File: config.mk
export PLATFORM = sky130hd
export DESIGN_NAME = spot_centroid
export DESIGN_NICKNAME = d
export VERILOG_FILES = /design/src/rtl/spot_cen_pkg.sv /design/src/rtl/spot_cen_accum.sv /design/src/rtl/spot_cen_divider.sv /design/src/rtl/spot_centroid.sv
export SDC_FILE = /design/constraint.sdc
export NUM_CORES = 1
export LEC_CHECK = 0
export BUFFER_PORTS_ARGS = -buffer_cell sky130_fd_sc_hd__buf_4
export CELL_PAD_IN_SITES_DETAIL_PLACEMENT = 1
export CELL_PAD_IN_SITES_GLOBAL_PLACEMENT = 2
export CORE_ASPECT_RATIO = 1.75
export CORE_MARGIN = 1.5
export CORE_UTILIZATION = 39
export CTS_CLUSTER_SIZE = 10
export DETAILED_ROUTE_END_ITERATION = 10
export GPL_TIMING_DRIVEN = 0
export PLACE_DENSITY = 0.88
export SYNTH_ARGS = -nofsm -noshare
export SYNTH_HDL_FRONTEND = slang
export SYNTH_SLANG_ARGS = --single-unit
export TNS_END_PERCENT = 10
File: constraint.sdc
create_clock -name clk -period 5.55 [get_ports clk]
set_clock_uncertainty 0.15 [all_clocks]
set_input_delay 0.555 -clock clk [delete_from_list [all_inputs] [get_ports clk]]
set_output_delay 0.555 -clock clk [all_outputs]
set_load 0.005 [all_outputs]
File: src/rtl/spot_cen_pkg.sv
// Shared types for the spot centroid block.
// Assumes: nothing beyond IEEE 1800-2017.
package spot_cen_pkg;

    // Sequencer phase: idle, dividing the column sum, dividing the row sum.
    typedef enum logic [1:0] {
        SEQ_IDLE = 2'd0,
        SEQ_COL  = 2'd1,
        SEQ_ROW  = 2'd2
    } seq_state_t;

endpackage

File: src/rtl/spot_cen_accum.sv
// Running accumulator for one label value.
// Adds the coordinates of matching pixels and counts them, saturating the count.
// At frame end it snapshots the totals (including a pixel in that cycle),
// pulses frame_done_o, and restarts the running totals from zero.
// Assumes: coordinates are unsigned, and sums are wide enough for CNT_MAX * coordinate max.
module spot_cen_accum #(
    parameter int LABEL_W  = 8,
    parameter int LABEL_ID = 5,
    parameter int COORD_W  = 9,
    parameter int AREA_W   = 8,
    parameter int SUM_W    = COORD_W + AREA_W
) (
    input  logic               clk,
    input  logic               rst_n,
    input  logic               pix_valid_i,
    input  logic [LABEL_W-1:0] pix_label_i,
    input  logic [COORD_W-1:0] pix_x_i,
    input  logic [COORD_W-1:0] pix_y_i,
    input  logic               frame_end_i,
    output logic [AREA_W-1:0]  run_area_o,
    output logic [SUM_W-1:0]   tot_sx_o,
    output logic [SUM_W-1:0]   tot_sy_o,
    output logic [AREA_W-1:0]  tot_area_o,
    output logic               frame_done_o
);

    localparam logic [LABEL_W-1:0] MY_LABEL = LABEL_W'(LABEL_ID);
    localparam logic [AREA_W-1:0]  CNT_MAX  = '1;

    logic [AREA_W-1:0] run_cnt;
    logic [SUM_W-1:0]  run_sx;
    logic [SUM_W-1:0]  run_sy;
    logic              hit;
    logic [AREA_W-1:0] nxt_cnt;
    logic [SUM_W-1:0]  nxt_sx;
    logic [SUM_W-1:0]  nxt_sy;

    // Qualify the pixel and form the updated totals.
    always_comb begin
        hit     = pix_valid_i && (pix_label_i == MY_LABEL) && (run_cnt != CNT_MAX);
        nxt_cnt = hit ? run_cnt + AREA_W'(1) : run_cnt;
        nxt_sx  = hit ? run_sx + SUM_W'(pix_x_i) : run_sx;
        nxt_sy  = hit ? run_sy + SUM_W'(pix_y_i) : run_sy;
    end

    // Update the running totals, snapshotting and clearing them at frame end.
    always_ff @(posedge clk) begin
        if (!rst_n) begin
            run_cnt      <= '0;
            run_sx       <= '0;
            run_sy       <= '0;
            tot_sx_o     <= '0;
            tot_sy_o     <= '0;
            tot_area_o   <= '0;
            frame_done_o <= 1'b0;
        end else if (frame_end_i) begin
            tot_sx_o     <= nxt_sx;
            tot_sy_o     <= nxt_sy;
            tot_area_o   <= nxt_cnt;
            run_cnt      <= '0;
            run_sx       <= '0;
            run_sy       <= '0;
            frame_done_o <= 1'b1;
        end else begin
            run_cnt      <= nxt_cnt;
            run_sx       <= nxt_sx;
            run_sy       <= nxt_sy;
            frame_done_o <= 1'b0;
        end
    end

    assign run_area_o = run_cnt;

endmodule

File: src/rtl/spot_cen_divider.sv
// Restoring sequential divider: one quotient bit per cycle, DIVIDEND_W cycles.
// start_i loads the operands; done_o pulses for one cycle once the quotient is final.
// Assumes: divisor nonzero, start_i only raised while idle, and the quotient
// fits in QUOT_W bits (the mean of coordinates never exceeds the coordinate range).
module spot_cen_divider #(
    parameter int DIVIDEND_W = 17,
    parameter int DIVISOR_W  = 8,
    parameter int QUOT_W     = 9
) (
    input  logic                  clk,
    input  logic                  rst_n,
    input  logic                  start_i,
    input  logic [DIVIDEND_W-1:0] dividend_i,
    input  logic [DIVISOR_W-1:0]  divisor_i,
    output logic [QUOT_W-1:0]     quot_o,
    output logic                  done_o
);

    localparam int CNT_W = $clog2(DIVIDEND_W + 1);
    localparam logic [CNT_W-1:0] LAST_STEP = CNT_W'(DIVIDEND_W - 1);

    logic [DIVIDEND_W-1:0] quo;
    logic [DIVISOR_W-1:0]  rem;
    logic [DIVISOR_W-1:0]  dvs;
    logic [CNT_W-1:0]      step;
    logic                  busy;
    logic [DIVISOR_W:0]    shifted;
    logic                  fits;

    // Trial subtraction of the divisor from the shifted partial remainder.
    always_comb begin
        shifted = {rem, quo[DIVIDEND_W-1]};
        fits    = shifted >= {1'b0, dvs};
    end

    // Iterate: shift in the next dividend bit and record one quotient bit.
    always_ff @(posedge clk) begin
        if (!rst_n) begin
            quo    <= '0;
            rem    <= '0;
            dvs    <= '0;
            step   <= '0;
            busy   <= 1'b0;
            done_o <= 1'b0;
        end else if (start_i) begin
            quo    <= dividend_i;
            rem    <= '0;
            dvs    <= divisor_i;
            step   <= '0;
            busy   <= 1'b1;
            done_o <= 1'b0;
        end else if (busy) begin
            rem    <= fits ? DIVISOR_W'(shifted - {1'b0, dvs}) : shifted[DIVISOR_W-1:0];
            quo    <= {quo[DIVIDEND_W-2:0], fits};
            step   <= step + CNT_W'(1);
            busy   <= (step != LAST_STEP);
            done_o <= (step == LAST_STEP);
        end else begin
            done_o <= 1'b0;
        end
    end

    assign quot_o = quo[QUOT_W-1:0];

endmodule

File: src/rtl/spot_centroid.sv
// Per-label spot centroid unit.
// Accumulates matching pixels each frame. At frame end it divides the column sum
// and then the row sum by the pixel count using one shared divider, and publishes
// both means with a one-cycle valid pulse.
// Assumes: frames are longer than one division sequence (about 2*SUM_W+4 cycles).
// A frame end that arrives during a division publishes nothing.
module spot_centroid #(
    parameter int LABEL_W  = 8,
    parameter int LABEL_ID = 5,
    parameter int COORD_W  = 9,
    parameter int AREA_W   = 8
) (
    input  logic               clk,
    input  logic               rst_n,
    input  logic               pix_valid_i,
    input  logic [LABEL_W-1:0] pix_label_i,
    input  logic [COORD_W-1:0] pix_x_i,
    input  logic [COORD_W-1:0] pix_y_i,
    input  logic               frame_end_i,
    output logic [COORD_W-1:0] cent_x_o,
    output logic [COORD_W-1:0] cent_y_o,
    output logic [AREA_W-1:0]  area_o,
    output logic               cent_valid_o
);
    import spot_cen_pkg::*;

    localparam int SUM_W = COORD_W + AREA_W;

    logic [AREA_W-1:0]  acc_area;
    logic [SUM_W-1:0]   tot_sx;
    logic [SUM_W-1:0]   tot_sy;
    logic [AREA_W-1:0]  tot_area;
    logic               frm_done;
    seq_state_t         state;
    logic [SUM_W-1:0]   lat_sy;
    logic [AREA_W-1:0]  lat_area;
    logic [COORD_W-1:0] col_q;
    logic               start_col;
    logic               start_row;
    logic               div_start;
    logic [SUM_W-1:0]   div_num;
    logic [AREA_W-1:0]  div_den;
    logic [COORD_W-1:0] div_q;
    logic               div_done;

    spot_cen_accum #(
        .LABEL_W (LABEL_W),
        .LABEL_ID(LABEL_ID),
        .COORD_W (COORD_W),
        .AREA_W  (AREA_W),
        .SUM_W   (SUM_W)
    ) u_accum (
        .clk         (clk),
        .rst_n       (rst_n),
        .pix_valid_i (pix_valid_i),
        .pix_label_i (pix_label_i),
        .pix_x_i     (pix_x_i),
        .pix_y_i     (pix_y_i),
        .frame_end_i (frame_end_i),
        .run_area_o  (acc_area),
        .tot_sx_o    (tot_sx),
        .tot_sy_o    (tot_sy),
        .tot_area_o  (tot_area),
        .frame_done_o(frm_done)
    );

    // Choose when the divider starts and which operands it takes.
    always_comb begin
        start_col = (state == SEQ_IDLE) && frm_done && (tot_area != '0);
        start_row = (state == SEQ_COL) && div_done;
        div_start = start_col || start_row;
        div_num   = start_col ? tot_sx : lat_sy;
        div_den   = start_col ? tot_area : lat_area;
    end

    spot_cen_divider #(
        .DIVIDEND_W(SUM_W),
        .DIVISOR_W (AREA_W),
        .QUOT_W    (COORD_W)
    ) u_div (
        .clk       (clk),
        .rst_n     (rst_n),
        .start_i   (div_start),
        .dividend_i(div_num),
        .divisor_i (div_den),
        .quot_o    (div_q),
        .done_o    (div_done)
    );

    // Step through the column and row divisions and publish both results together.
    always_ff @(posedge clk) begin
        if (!rst_n) begin
            state        <= SEQ_IDLE;
            lat_sy       <= '0;
            lat_area     <= '0;
            col_q        <= '0;
            cent_x_o     <= '0;
            cent_y_o     <= '0;
            area_o       <= '0;
            cent_valid_o <= 1'b0;
        end else begin
            cent_valid_o <= 1'b0;
            case (state)
                SEQ_IDLE: begin
                    if (start_col) begin
                        lat_sy   <= tot_sy;
                        lat_area <= tot_area;
                        state    <= SEQ_COL;
                    end
                end
                SEQ_COL: begin
                    if (div_done) begin
                        col_q <= div_q;
                        state <= SEQ_ROW;
                    end
                end
                SEQ_ROW: begin
                    if (div_done) begin
                        cent_x_o     <= col_q;
                        cent_y_o     <= div_q;
                        area_o       <= lat_area;
                        cent_valid_o <= 1'b1;
                        state        <= SEQ_IDLE;
                    end
                end
                default: state <= SEQ_IDLE;
            endcase
        end
    end

endmodule

==> out/results.txt, run 1 <==
Via count: 7265
Nets: 1138
Maximum vdd drop: 174 uV
Antenna viol nets, final: 0
Max frequency: 0.347 GHz
Vias in the first global route: 7653
Routed wire per std cell: 18.2 microns
Worst-path clk slew: 0.07 ns
Syn_nets: 1065
Power Density: 300 nW/um^2
Clock Sinks: 188
Internal Power: 0.00217 W
1st-pass router iterations: 4
Slew Limit Fails: 0
Global-route wire length before repair: 39.8 mm
Clk Latency, worst-skew pair: 0.45 ns
Critical path required time: 5.72 ns
DR iter-0 viols: 232
RSZ-0062 raised after global routing: no
Slew @ Worst Pin: 1.19 ns
Root buffer cell: clkbuf_16
Period Utilization, post-route: 0.519
TNS Setup: 0 ns
Fillers: 2557
WL final: 24.4 mm
Total power draw: 0.00288 W
Core area: 20800 sq um
CTS Buf Count: 17
Crit path max fanout: 10
Synth Area per Inst: 8.24 sq um
Initial Utilization: 0.396
Slowest cell delay on critical path: 0.45 ns
CP Capture Type: register
Slowest-stage cell, CP: o21bai_1
Post-Synthesis Cell Area: 8260 sq um
Psw: 0.000707 W
Leakage dissipation: 3.73 nW
I/O pins: 57
Minimum clock period: 2.88 ns
Die area: 22100 sq um
Vias/cell: 5.42
Storage cell area: 3760 sq um
Fin area: 9590 sq um
Clk pwr share: 0.445
Area Overhead vs Synth: 16.1%
Distinct cells, synth: 54
Startpoint Class: register
Congestion Overflow GR: 0
Footprint of the multi-input gates: 4210 sq um
Rows: 70
Sequential share of the synthesized area: 0.455
PnR worst setup slack: 2.67 ns
Final setup fails: 0
Setup Buffers After CTS: 0
CP Buf/Inv Count: 2
N_diodes: 0
Post-DP HPWL: 19.3 mm
Hold Buf Count CTS: 0
FFs w/ async S/R, synth: 0
R2R Setup Slk: 2.67 ns
Placed cell area: 8980 sq um
Fraction of layout cells with a size suffix above 1: 0.0891
Arr. time, crit path: 3.05 ns
Clock buffer depth: 2
Sequential power share: 0.483
Max-slew headroom: 0.198
Die height: 196 microns
Number of synthesized flops with an enable pin: 0
Cells after Synth: 1003
Initial antenna violation count: 0
Hold Path Class: reg2reg
Final hold vios: 0
Cts repair resizes: 0
TritonCTS clock tree: yes
Final core utilization: 0.460
Setup CP Type: reg2reg
Run status: complete, no violations
YS warnings: 0
Htree depth: 4
Delay-heaviest family, CP: compound AO/OA/AOI/OAI gates
Dpl ws: 2.52 ns
Cell breakdown of the critical path: ha_1, nand3_1, o21bai_1, or2_1, clkbuf_1, buf_2, nor3_1, a21oi_1, o21ai_0
Comb pwr share: 0.073
#FFs+latches synth: 188
Buffers on Ports: 54
Prevailing post-synth register cell: dfxtp_1
Routability Congestion: 0.807
Overall Global Routing Usage: 0.232
Pin count of the biggest net entering global routing: 17
Max_cap viols: 0
Die width: 113 microns
Sw frac: 0.245
Drt drc: 0
[flip-flops by register name, summed over array words and instances, names as in the netlist, 9 cells and up]
| register | cells |
|---|---|
| cent_x_o | 9 |
| u_accum.tot_sx_o | 17 |
| u_accum.tot_sy_o | 17 |
| lat_sy | 17 |
| u_accum.run_sx | 17 |
| u_accum.run_sy | 17 |
| u_div.quo | 17 |
| cent_y_o | 9 |
| col_q | 9 |
[final timing paths]
path                          from             endpoint  cells after the start
max          u_accum.run_area_o[0]  u_accum.tot_sy_o[3]                      9
min                      lat_sy[4]            lat_sy[4]                      2
max reg2reg  u_accum.run_area_o[0]  u_accum.tot_sy_o[3]                      9
min reg2reg              lat_sy[4]            lat_sy[4]                      2
[through the flow]
step,hold WS (ns),instances
floorplan,0.275,1003
global placement,0.290,1309
detailed placement,0.298,1309
CTS,0.308,1341
global route,0.325,1341
finish,0.304,1341
[metal layers]
layer	track usage	share of wire	vias to the layer above
li1	-	-	3629
met1	0.230	0.38	3477
met2	0.457	0.56	107
met3	0.0394	0.021	52
met4	0.108	0.038	0
met5	0	0	-
[cells by family (layout without fill, tap and decap cells)]
group | after synthesis | after routing | share of synthesized area
compound gates | 280 | 280 | 0.200
xor+xnor | 36 | 36 | 0.0382
fa+ha+maj | 32 | 32 | 0.0512
buf+inv | 77 | 163 | 0.0356
flops | 188 | 188 | 0.455
mux | 16 | 16 | 0.0194
simple gates | 374 | 374 | 0.200
[power groups by stage]
stage,Clock (W),Combinational [W],Sequential (W)
after detailed placement,0,0.000210,0.00142
after global routing,0.00136,0.000234,0.00139
after floorplan,0,0.000140,0.00141
after global placement,0,0.000207,0.00142
after CTS,0.00131,0.000213,0.00139
final,0.00128,0.000210,0.00139
[worst min-delay path: stages (launching register included)]
cell     delay, ns
dfxtp_1       0.31
nand2_1       0.05
a21oi_1       0.05
[area by class of cell]
type / count / area share
multi-input cells: 738 / 0.438
flip-flops and latches: 188 / 0.392
clock buffers: 19 / 0.0462
repair buffers: 54 / 0.0423
well taps: 252 / 0.0329
plain buffers: 60 / 0.0240
clock inverters: 13 / 0.0171
inverters: 17 / 0.00665
[cells in the mapped netlist (all sizes together) (5+ instances only)]
cell,count,area [sq um]
a211oi,16,120
a21o,6,45.0
a21oi,126,631
and3,8,50.1
buf,7,31.3
clkbuf,53,199
dfxtp,188,3760
ha,29,363
inv,17,63.8
mux2i,16,160
nand2,189,709
nand3,13,65.1
nand4,10,62.6
nor2,91,342
nor3,12,65.1
nor4,6,43.8
o211a,16,160
o211ai,6,45.0
o21a,8,60.1
o21ai,75,375
o31ai,5,37.5
or3,22,143
xnor2,17,149
xor2,19,166
[layout by cell type, fill, tap and decap left out, types with 5 or more instances in the layout]
master	netlist	layout
nand2_1	189	189
dfxtp_1	188	188
a21oi_1	126	126
nor2_1	91	91
o21ai_0	75	75
clkbuf_1	53	54
buf_4	0	54
ha_1	29	29
or3_1	21	21
xor2_1	19	19
xnor2_1	17	17
inv_1	17	17
clkbuf_16	0	17
a211oi_1	16	16
o211a_1	16	16
mux2i_1	16	16
nand3_1	13	13
nor3_1	11	11
nand4_1	10	10
and3_1	8	8
o21a_1	8	8
a21o_1	6	6
o211ai_1	6	6
nor4_1	5	5
o31ai_1	5	5
Note: power is estimated with default switching activity, not from simulation.
==> inputs of run 2 (changes only) <==
--- a/config.mk
+++ b/config.mk
@@ -10,11 +10,11 @@
 export CELL_PAD_IN_SITES_GLOBAL_PLACEMENT = 2
 export CORE_ASPECT_RATIO = 1.75
 export CORE_MARGIN = 1.5
-export CORE_UTILIZATION = 39
+export CORE_UTILIZATION = 36
 export CTS_CLUSTER_SIZE = 10
 export DETAILED_ROUTE_END_ITERATION = 10
 export GPL_TIMING_DRIVEN = 0
-export PLACE_DENSITY = 0.88
+export PLACE_DENSITY = 0.82
 export SYNTH_ARGS = -nofsm -noshare
 export SYNTH_HDL_FRONTEND = slang
 export SYNTH_SLANG_ARGS = --single-unit
==> constraint.sdc (replaced) <==
create_clock -name clk -period 2.7 [get_ports clk]
set_clock_uncertainty 0.15 [all_clocks]
set_input_delay 0.27 -clock clk [delete_from_list [all_inputs] [get_ports clk]]
set_output_delay 0.27 -clock clk [all_outputs]
set_load 0.005 [all_outputs]
==> run 2 against run 1 <==
Effect of this change: sequential power is 110% higher; power rose by 100%; setup slack lost 2.5 ns; first-iteration DRC count grew 31%; critical path depth is 1 lower; critical path type unchanged.
==> out/results.txt, run 2 (synthesis gave the netlist of run 1 again) <==
I/O pins: 57 (unchanged)
Congestion Overflow GR: 0 (unchanged)
Global-route wire length before repair: 40.5 mm (+1.8%)
1st-pass router iterations: 4 (unchanged)
Total power draw: 0.00590 W (+100%)
Footprint of the multi-input gates: 4240 sq um (+0.92%)
Via count: 7194 (-0.98%)
Critical path required time: 2.86 ns (-2.86 ns)
Clock buffer depth: 2 (unchanged)
Power Density: 608 nW/um^2 (+100%)
Leakage dissipation: 3.74 nW (+0.29%)
Final setup fails: 0 (unchanged)
RSZ-0062 raised after global routing: yes
Post-DP HPWL: 19.7 mm (+2.3%)
Worst-path clk slew: 0.07 ns (about the same)
Max frequency: 0.392 GHz (+13%)
Htree depth: 4 (unchanged)
Antenna viol nets, final: 0 (unchanged)
Minimum clock period: 2.55 ns (-0.328 ns)
Hold Path Class: in2reg
Initial Utilization: 0.365 (-0.0316)
Die area: 23900 sq um (+8.2%)
Vias/cell: 5.19 (-4.3%)
Clk Latency, worst-skew pair: 0.45 ns (about the same)
Commonest cells after routing, fill and taps aside: nand2_1 (188), dfxtp_1 (188), a21oi_1 (126)
CP Capture Type: register
CTS Buf Count: 17 (unchanged)
Clock Sinks: 188 (unchanged)
Buffers on Ports: 54 (unchanged)
Vias in the first global route: 7418 (-3.1%)
Run status: complete, no violations
Crit path max fanout: 4 (-6)
Max_cap viols: 0 (unchanged)
Overall Global Routing Usage: 0.219 (-0.0138)
Hold Buf Count CTS: 0 (unchanged)
Max-slew headroom: 0.510 (+0.312)
Initial antenna violation count: 0 (unchanged)
Fraction of layout cells with a size suffix above 1: 0.100 (+0.0112)
Fillers: 2814 (+10%)
Startpoint Class: register
Routability Congestion: 0.832 (+3.0%)
Pin count of the biggest net entering global routing: 17 (unchanged)
Root buffer cell: clkbuf_16
Final hold vios: 0 (unchanged)
Nets: 1137 (-0.088%)
Setup Buffers After CTS: 0 (unchanged)
DR iter-0 viols: 304 (+31%)
Die width: 118 microns (+4.0%)
Core area: 22700 sq um (+8.7%)
Setup CP Type: reg2reg
Period Utilization, post-route: 0.946 (+0.426)
Area Overhead vs Synth: 17.3%
N_diodes: 0 (unchanged)
Hold Slack: 0.0992 ns (-0.205 ns)
Storage cell area: 3760 sq um (unchanged)
Arr. time, crit path: 2.71 ns (-0.34 ns)
TritonCTS clock tree: yes
Drt drc: 0 (unchanged)
Rows: 73 (+4.3%)
Maximum vdd drop: 456 uV (+160%)
Slew @ Worst Pin: 0.735 ns (-0.459 ns)
WL final: 25.2 mm (+3.1%)
Slew Limit Fails: 0 (unchanged)
Die height: 203 microns (+4.0%)
Routed wire per std cell: 18.1 microns (-0.35%)
==> run 2: cell count changes in the layout (fill, tap and decap cells not counted), moves of 2 or more <==
cell / previous run / this run
inv_6: 2 / 0
clkbuf_1: 54 / 50
nor2_2: 0 / 2
clkinv_4: 3 / 1
clkbuf_2: 0 / 4
a211oi_1: 16 / 14
nor2_1: 91 / 89
a211oi_2: 0 / 2
buf_2: 4 / 2
clkinvlp_4: 2 / 4
==> run 2: layout make-up <==
cell class,instances,area share
Multi-Input combinational cell,738,0.438
Sequential cell,188,0.388
Clock buffer,20,0.0471
Timing Repair Buffer,54,0.0418
Tap cell,300,0.0387
Buffer,59,0.0244
Clock inverter,11,0.0149
Inverter,17,0.00659
==> run 2: power breakdown <==
part	switching (W)	internal, W	leakage (nW)
clock network	0.00111	0.00150	0.284
registers	0.0000394	0.00282	1.52
logic	0.000272	0.000164	1.93
==> run 2: metal layers <==
| metal | vias to the layer above | part of all wire | wire length, microns | global-route usage |
|---|---|---|---|---|
| met5 | - | 0 | 0 | 0 |
| met4 | 0 | 0.024 | 600 | 0.0841 |
| met3 | 31 | 0.020 | 509 | 0.0344 |
| met2 | 93 | 0.57 | 14500 | 0.445 |
| met1 | 3450 | 0.38 | 9600 | 0.218 |
| li1 | 3620 | - | - | - |
==> run 2: path summary, 6_finish.rpt <==
kind / from / endpoint / slack [ns] / cells past startpoint
max: u_accum.run_sx[0] / u_accum.tot_sx_o[16] / 0.15 / 8
min reg2reg: lat_sy[7] / lat_sy[7] / 0.30 / 2
max reg2reg: u_accum.run_sx[0] / u_accum.tot_sx_o[16] / 0.15 / 8
min: pix_x_i[0] / u_accum.run_sx[0] / 0.1 / 4
==> run 2: timing repair <==
action / CTS / global route
endpoints found under the setup margin: 36 / 50
gates cloned: 0 / 0
hold endpoints to repair: 0 / 0
resized for setup: 3 / 16
==> run 2: worst max-delay path: stages, from the launching register on <==
cell,delay (ns)
dfxtp_1,0.32
ha_1,0.22
fa_1,0.46
a211oi_2,0.27
o31ai_2,0.13
a221o_1,0.40
nand4_1,0.19
xor2_2,0.19
a211oi_1,0.09
==> run 2: metrics by stage <==
| stage | util | setup WS (ns) | std cells | setup TNS (ns) | cell area, sq um |
|---|---|---|---|---|---|
| 6_report | 0.428 | 0.147 | 1387 | 0 | 9690 |
| 5_1_grt | 0.428 | -0.0164 | 1387 | -0.0164 | 9690 |
| 4_1_cts | 0.426 | 0.00296 | 1388 | 0 | 9650 |
| 3_5_place_dp | 0.399 | -0.250 | 1357 | -3.35 | 9040 |
| 3_3_place_gp | 0.399 | -0.257 | 1357 | -2.79 | 9040 |
| 2_1_floorplan | - | 0.411 | 1003 | 0 | 8260 |
